**config.mk**
```make
export PLATFORM = sky130hd
export DESIGN_NAME = synth_prog_seq
export DESIGN_NICKNAME = d
export VERILOG_FILES = /design/src/rtl/synth_prog_seq.sv
export SDC_FILE = /design/constraint.sdc
export NUM_CORES = 1
export LEC_CHECK = 0
export BUFFER_PORTS_ARGS = -buffer_cell sky130_fd_sc_hd__buf_2
export CORE_MARGIN = 4
export CORE_UTILIZATION = 35
export CTS_CLUSTER_SIZE = 30
export DETAILED_ROUTE_END_ITERATION = 12
export MAX_ROUTING_LAYER = met4
export PLACE_DENSITY_LB_ADDON = 0.08
export SETUP_SLACK_MARGIN = 0.02
export SLEW_MARGIN = 20
export SYNTH_ARGS = -nofsm -noshare
export SYNTH_HDL_FRONTEND = slang
export SYNTH_SLANG_ARGS = --single-unit
```
**constraint.sdc**
```tcl
create_clock -name clk -period 3.5 [get_ports clk]
set_input_delay 0.7 -clock clk [delete_from_list [all_inputs] [get_ports clk]]
set_output_delay 0.7 -clock clk [all_outputs]
set_load 0.02 [all_outputs]
```
**src/rtl/synth_prog_seq.sv**
```systemverilog
module synth_prog_seq #(
  parameter int WORD_BITS   = 24,
  parameter int PULSES      = 5,
  parameter int STEP_CYCLES = 2,
  parameter int EXTRA_HOLD  = 0
)(
  input  logic                 clk,
  input  logic                 rst,
  input  logic                 start,
  input  logic [WORD_BITS-1:0] word,
  input  logic                 idle_data,
  input  logic                 idle_clk,
  output logic                 pin_data,
  output logic                 pin_clk,
  output logic                 busy,
  output logic                 done
);
  localparam int PRE = 1 + 2 * PULSES;
  localparam int DB  = PRE + 4;
  localparam int SB  = DB + 4 * WORD_BITS;
  localparam int RB  = SB + 3 + EXTRA_HOLD;
  localparam int IW  = $clog2(RB + 1);
  localparam int CW  = $clog2(STEP_CYCLES + 1);
  localparam logic [IW-1:0] PRE_I = IW'(PRE);
  localparam logic [IW-1:0] DB_I  = IW'(DB);
  localparam logic [IW-1:0] SB_I  = IW'(SB);
  localparam logic [IW-1:0] SB1_I = IW'(SB + 1);
  localparam logic [IW-1:0] RB_I  = IW'(RB);

  logic [CW-1:0]        cnt_q;
  logic [IW-1:0]        idx_q;
  logic [WORD_BITS-1:0] word_q;
  logic [1:0]           save_q, pat, o_db;
  logic                 step_end, in_data;

  assign step_end = cnt_q == CW'(STEP_CYCLES - 1);
  assign o_db     = idx_q[1:0] - DB_I[1:0];
  assign in_data  = idx_q >= DB_I && idx_q < SB_I;

  always_comb begin
    if (idx_q == '0)        pat = 2'b10;
    else if (idx_q < PRE_I) pat = {1'b1, ~idx_q[0]};
    else if (idx_q < DB_I)  pat = {1'b0, ~idx_q[0]};
    else if (in_data) begin
      case (o_db)
        2'd0:    pat = {~word_q[0], 1'b1};
        2'd1:    pat = {~word_q[0], 1'b0};
        2'd2:    pat = { word_q[0], 1'b0};
        default: pat = { word_q[0], 1'b1};
      endcase
    end
    else if (idx_q < RB_I)  pat = {1'b1, idx_q != SB1_I};
    else                    pat = save_q;
  end

  assign pin_data = busy ? pat[1] : idle_data;
  assign pin_clk  = busy ? pat[0] : idle_clk;

  always_ff @(posedge clk) begin
    if (rst) begin
      busy  <= 1'b0;
      done  <= 1'b0;
      cnt_q <= '0;
      idx_q <= '0;
    end else begin
      done <= 1'b0;
      if (!busy) begin
        if (start) begin
          busy   <= 1'b1;
          cnt_q  <= '0;
          idx_q  <= '0;
          word_q <= word;
          save_q <= {idle_data, idle_clk};
        end
      end else if (!step_end) begin
        cnt_q <= cnt_q + 1'b1;
      end else begin
        cnt_q <= '0;
        if (idx_q == RB_I) begin
          busy <= 1'b0;
          done <= 1'b1;
        end else begin
          idx_q <= idx_q + 1'b1;
        end
        if (in_data && o_db == 2'd3) word_q <= word_q >> 1;
      end
    end
  end
endmodule


```
==> results.md, run 1 <==
* Critical path peak fanout at 12
* Max clock buf depth at 2
* GRT overflow at 0
* Clk sinks at 37
* P per Cell Area at 398 nW/um^2
* Comb power frac at 10.8%
* CTS resizes at 0
* Antenna cells at 0
* Final Cell Area at 2190 um^2
* Layout Area Growth over Synthesis at 18.1%
* CTS tree: built
* Worst setup EP type: output port
* Total chip power at 0.873 mW
* Rel. slew slack at 57.7%
* Initial DRC Count at 54
* Postcts setup bufs at 0
* Internal power at 0.670 mW
* TNS Setup at 0 ps
* Sw Pwr at 0.203 mW
* Worst vdd ir at 0.217 mV
* First-pass GRT wire length at 5800 um
* Sequential-to-total area share from yosys stat at 53.9%
* Max Cap Viol at 0
* Met1 wire length at 1600 um
* Metal2 WL at 1810 um
* Avg WL per Cell at 14.2 um
* Vias at 1,260
* Switching share of power at 23.3%
* Most frequent cells in the layout: buf_2, edfxtp_1, mux2_2
* Slew Limit Fails at 0
* Highest metal used: met4
* Sequential share of power at 56.7%
* TritonCTS Buffers at 5
* Clk slew on worst S/H paths at 80 ps
* Die Footprint at 6530 um^2
* Number of global-route vias before repair at 1,225
* Remaining antenna violation count after routing at 0
* Die Y at 80.8 um
* CP startpoint kind: flip-flop
* Seq cells post-synth at 37
* Gp weighted congestion at 0.840
* Top post-synthesis cells by area: edfxtp_1, mux2_2, dfxtp_1, ha_1, nand4_1
* Die W at 80.8 um
* Worst Max-Slew Pin Slew at 632 ps
* Syn Area/Cell at 12.4 um^2
* Final hold vios at 0
* Vias/cell at 4.96
* RSZ-0062 raised after global routing: false
* NumNets Final at 217
* Clock power frac at 32.5%
* Distinct cells, synth at 41
* Most common cell after layout, fill and taps aside: buf_2
* Synth Instances at 150
* Required @ worst endpoint at 2800 ps
* Global-route usage over all layers at 12.1%
* Yosys warns at 0
* CP arrival at 2080 ps
* Leakage at 0.831 nW
* Cell Area, Synth at 1860 um^2
* Share of the synthesized area in the top cell type at 42.0%
* Share of layout cells above drive strength 1 at 38.0%
* Number of I/O port buffers at 32
* Total placed instance area at 2110 um^2
* Hpwl dp at 2710 um
* Status: complete, no violations
* Setup Viol. Count Final at 0
* Synthesized Nets at 184
* Floorplan core area at 5140 um^2
* Fill count at 545
* Path type of the worst min-delay path: reg2reg
* Hold_buf cts at 0
* I/O pin count at 33
* Met3 WL at 144 um
* Tcrit/Tclk final at 79.5%
* Post-synth top area cell: edfxtp_1
* CTS root buf: clkbuf_8
* Maximum clock rate at 0.360 GHz
* Initial Util at 36.1%
* Drt pass-1 iters at 4
* DRC at 0
* Largest net degree at the start of global routing at 20
* Clock latency at the later pin of the worst-skew pair at 290 ps
* Initial antenna violation count at 0
* Setup Skew at 9.30 ps
* Total routed wirelength at 3610 um
* Crit path kind: reg2out
* Site Rows at 26
* H-Tree Level Count at 2
* Tmin final at 2780 ps
## final timing paths
check / from / endpoint / slack [ps] / depth (start not counted)
setup / recovery: idx_q[0] / pin_data / 720 / 6
hold / removal: cnt_q[1] / cnt_q[1] / 510 / 1
setup reg to reg: idx_q[0] / word_q[16] / 1100 / 6
hold reg to reg: cnt_q[1] / cnt_q[1] / 510 / 1
## metrics by stage
step / hold WS [ps] / utilization [%] / setup WS (ps) / std cells
finish: 507 / 42.7 / 719 / 254
global route: 514 / 42.7 / 571 / 254
CTS: 509 / 42.7 / 706 / 254
detailed placement: 499 / 41.1 / 990 / 246
global placement: 484 / 41.1 / 1030 / 246
floorplan: 467 / - / 49.4 / 150
## power by group through the flow
stage | Combinational, mW | Clock (mW) | Sequential, mW
floorplan | 0.0612 | 0 | 0.503
global placement | 0.0927 | 0 | 0.504
detailed placement | 0.0955 | 0 | 0.505
CTS | 0.0957 | 0.295 | 0.495
global route | 0.104 | 0.316 | 0.497
finish | 0.0940 | 0.284 | 0.495
## synth_stat cells
master and number:
mux2_2 23, and4_2 1, nand2b_1 1, a41oi_1 1, or3_4 1, and3_2 1, xnor2_1 3, a21oi_1 6
o21bai_1 1, o31ai_1 1, mux2i_1 3, a221oi_2 1, buf_2 5, or4_1 1, and3_1 2, a21boi_1 1
clkbuf_1 1, a2111oi_0 1, o311ai_0 1, a21o_1 1, a221o_1 1, a211o_1 1, and4_1 1, dfxtp_1 11
inv_1 4, nor4b_1 1, nor3_1 4, or3_1 2, a211oi_1 3, o32a_4 1, nand3b_1 1, o22ai_1 1
o21ai_0 3, nand3_1 3, nor2b_1 4, ha_1 5, buf_1 3, edfxtp_1 26, nand4_1 5, nor2_1 6
nand2_1 8
## state kept, by name (all words and copies together) (netlist names)
name / count
save_q: 2
busy: 1
done: 1
word_q: 24
cnt_q: 2
idx_q: 7
## cell type report
class	count	area, um^2	area share (%)
inverter	4	15.0	0.685
clock buffer	5	68.8	3.14
tap	70	87.6	3.99
sequential	37	1000	45.6
timing repair buffer	35	195	8.90
multi-input combinational	100	813	37.1
clock inverter	3	12.5	0.570
## critical path, cell delays in order (launching register included)
cell and delay [ps]:
dfxtp_1 570, ha_1 260, and3_1 180, o32a_4 170
o311ai_0 140, a221o_1 320, buf_2 160
## cells by family (layout without fill, tap and decap cells)
logic type	after synthesis	after routing	share of synthesized area [%]
AND/OR/NAND/NOR	42	42	12.7
flip-flops	37	37	53.9
multiplexers	26	26	15.6
AO/OA/AOI/OAI	24	24	10.0
buffers and inverters	13	47	2.96
adder cells (fa/ha/maj)	5	5	3.37
XOR/XNOR	3	3	1.42
## layer usage
layer | global-route usage (%) | vias to the layer above
li1 | - | 633
met1 | 14.4 | 599
met2 | 19.3 | 23
met3 | 3.44 | 5
met4 | 5.07 | 0
met5 | - | -
Power figures use the tool's default switching activity.
==> inputs of run 2 (changes only) <==
==> constraint.sdc (replaced) <==
create_clock -name clk -period 2.7 [get_ports clk]
set_input_delay 0.54 -clock clk [delete_from_list [all_inputs] [get_ports clk]]
set_output_delay 0.54 -clock clk [all_outputs]
set_load 0.02 [all_outputs]
==> results.md, run 2 (synthesis gave the netlist of run 1 again) <==
* Number of I/O port buffers at 32
* Die W at 80.8 um
* Clk sinks at 37
* Clock power frac at 32.6%
* Switching share of power at 22.8%
* NumNets Final at 219
* Path type of the worst min-delay path: in2reg
* Largest register FFs at 24
* I/O pin count at 33
* DRC at 0
* Hold EP: save_q[0]
* Worst setup EP type: output port
* Reg2reg setup slack at 690 ps
* Worst vdd ir at 0.301 mV
* Slew Limit Fails at 0
* Clk slew on worst S/H paths at 80 ps
* Floorplan core area at 5140 um^2
* Most flop-heavy register: word_q
* Met3 usage at 3.22%
* Sequential share of power at 56.6%
* TritonCTS Buffers at 5
* Initial antenna violation count at 0
* Critical path peak fanout at 7
* Die Footprint at 6530 um^2
* Layout Area Growth over Synthesis at 18.4%
* Final worst slack at 187 ps
* Internal power at 0.876 mW
* Site Rows at 26
* Leakage at 0.838 nW
* Reg2reg end: word_q[3]
* Maximum clock rate at 0.398 GHz
* CP arrival at 1970 ps
* Global-route usage over all layers at 11.6%
* Postcts setup bufs at 0
* Leading registers by flop count: word_q x24, idx_q x7
* Max Cap Viol at 0
* Status: complete, no violations
* Final hold vios at 0
* CP startpoint kind: flip-flop
* Total routed wirelength at 3510 um
* Total chip power at 1.13 mW
* Layout Cells excl Fill at 256
* Gp weighted congestion at 0.807
* Remaining antenna violation count after routing at 0
* Fill count at 530
* Number of global-route vias before repair at 1,229
* Layer with the highest usage: met2
* Worst Max-Slew Pin Slew at 471 ps
* Sw Pwr at 0.259 mW
* Most frequent cells in the layout: buf_2, edfxtp_1, mux2_2
* Initial DRC Count at 114
* Setup Viol. Count Final at 0
* Vias/cell at 4.92
* Initial Util at 36.1%
* P per Cell Area at 516 nW/um^2
* Crit path kind: reg2out
* Worst r2r src: idx_q[0]
* Avg WL per Cell at 13.7 um
* Setup Skew at 7.84 ps
* Share of layout cells above drive strength 1 at 39.8%
* Drt pass-1 iters at 4
* H-Tree Level Count at 2
* Met2 global-route usage at 18.1%
* Post-place setup slack at 433 ps
* Tcrit/Tclk final at 93.1%
* Clock latency at the later pin of the worst-skew pair at 280 ps
* Met1 Track Usage GR at 14.4%
* Vias at 1,259
* Placed cells at 248
* Comb power frac at 10.7%
* TNS Setup at 0 ps
* RSZ-0062 raised after global routing: false
* Tmin final at 2510 ps
* Rel. slew slack at 67.8%
* Antenna cells at 0
* First-pass GRT wire length at 5660 um
* Hpwl dp at 2570 um
* Largest net degree at the start of global routing at 25
* CTS tree: built
* GRT overflow at 0
* Most common cell after layout, fill and taps aside: buf_2
* Reg2Reg Depth at 6
* Required @ worst endpoint at 2160 ps
* CTS root buf: clkbuf_8
* HP Start: idle_clk
* Max clock buf depth at 2
* Hold Path Cell Cnt at 1
* Die Y at 80.8 um
[run 2: changes by cell type in the layout (fill, tap and decap cells not counted)]
cell / previous run / this run
buf_4: 2 / 5
dfxtp_2: 0 / 2
buf_12: 1 / 0
clkbuf_1: 0 / 2
clkinv_1: 2 / 0
dfxtp_1: 11 / 9
[run 2: worst max-delay path by stage]
stage	start	endpoint	cells past startpoint
after floorplan	idx_q[0]	word_q[0]	5
after detailed placement	idx_q[0]	pin_data	6
final	idx_q[4]	pin_clk	5
after global routing	idx_q[0]	pin_clk	6
after global placement	idx_q[0]	pin_clk	6
after CTS	idx_q[0]	pin_clk	6
[run 2: layout make-up]
class,instances,area [um^2],share of cell area (%)
Inverter,4,15.0,0.683
Sequential cell,37,1000,45.6
Clock buffer,7,76.3,3.47
Clock inverter,1,5.00,0.228
Timing Repair Buffer,37,198,8.99
Multi-Input combinational cell,100,813,37.0
Tap cell,70,87.6,3.98
[run 2: power by group through the flow]
stage / clock network [mW] / logic [mW] / registers, mW
finish: 0.370 / 0.122 / 0.643
global route: 0.410 / 0.134 / 0.645
CTS: 0.388 / 0.123 / 0.643
detailed placement: 0 / 0.123 / 0.656
global placement: 0 / 0.120 / 0.655
floorplan: 0 / 0.0801 / 0.651
[run 2: timing repair]
action | CTS | global route
endpoints found under the setup margin | 0 | 2
hold endpoints to repair | 0 | 0
hold buffers | 0 | 0
gates resized for setup | 0 | 2
[run 2: through the flow]
stage          utilization, %  area [um^2]  hold WS, ps
4_1_cts                  42.7         2200          445
5_1_grt                  42.8         2200          445
6_report                 42.8         2200          457
3_5_place_dp             41.1         2110          488
2_1_floorplan               -         1860          467
3_3_place_gp             41.1         2110          482
[run 2: routing by layer]
metal,vias up,part of all wire [%]
met1,593,46
met2,24,48
li1,638,-
met5,-,0
met4,0,1.1
met3,4,4.5
[run 2: worst max-delay path, cell delays in order, from the launching register on]
cell	delay (ps)
dfxtp_1	370
or3_4	410
o32a_4	380
a221oi_2	250
a211o_1	130
buf_2	160
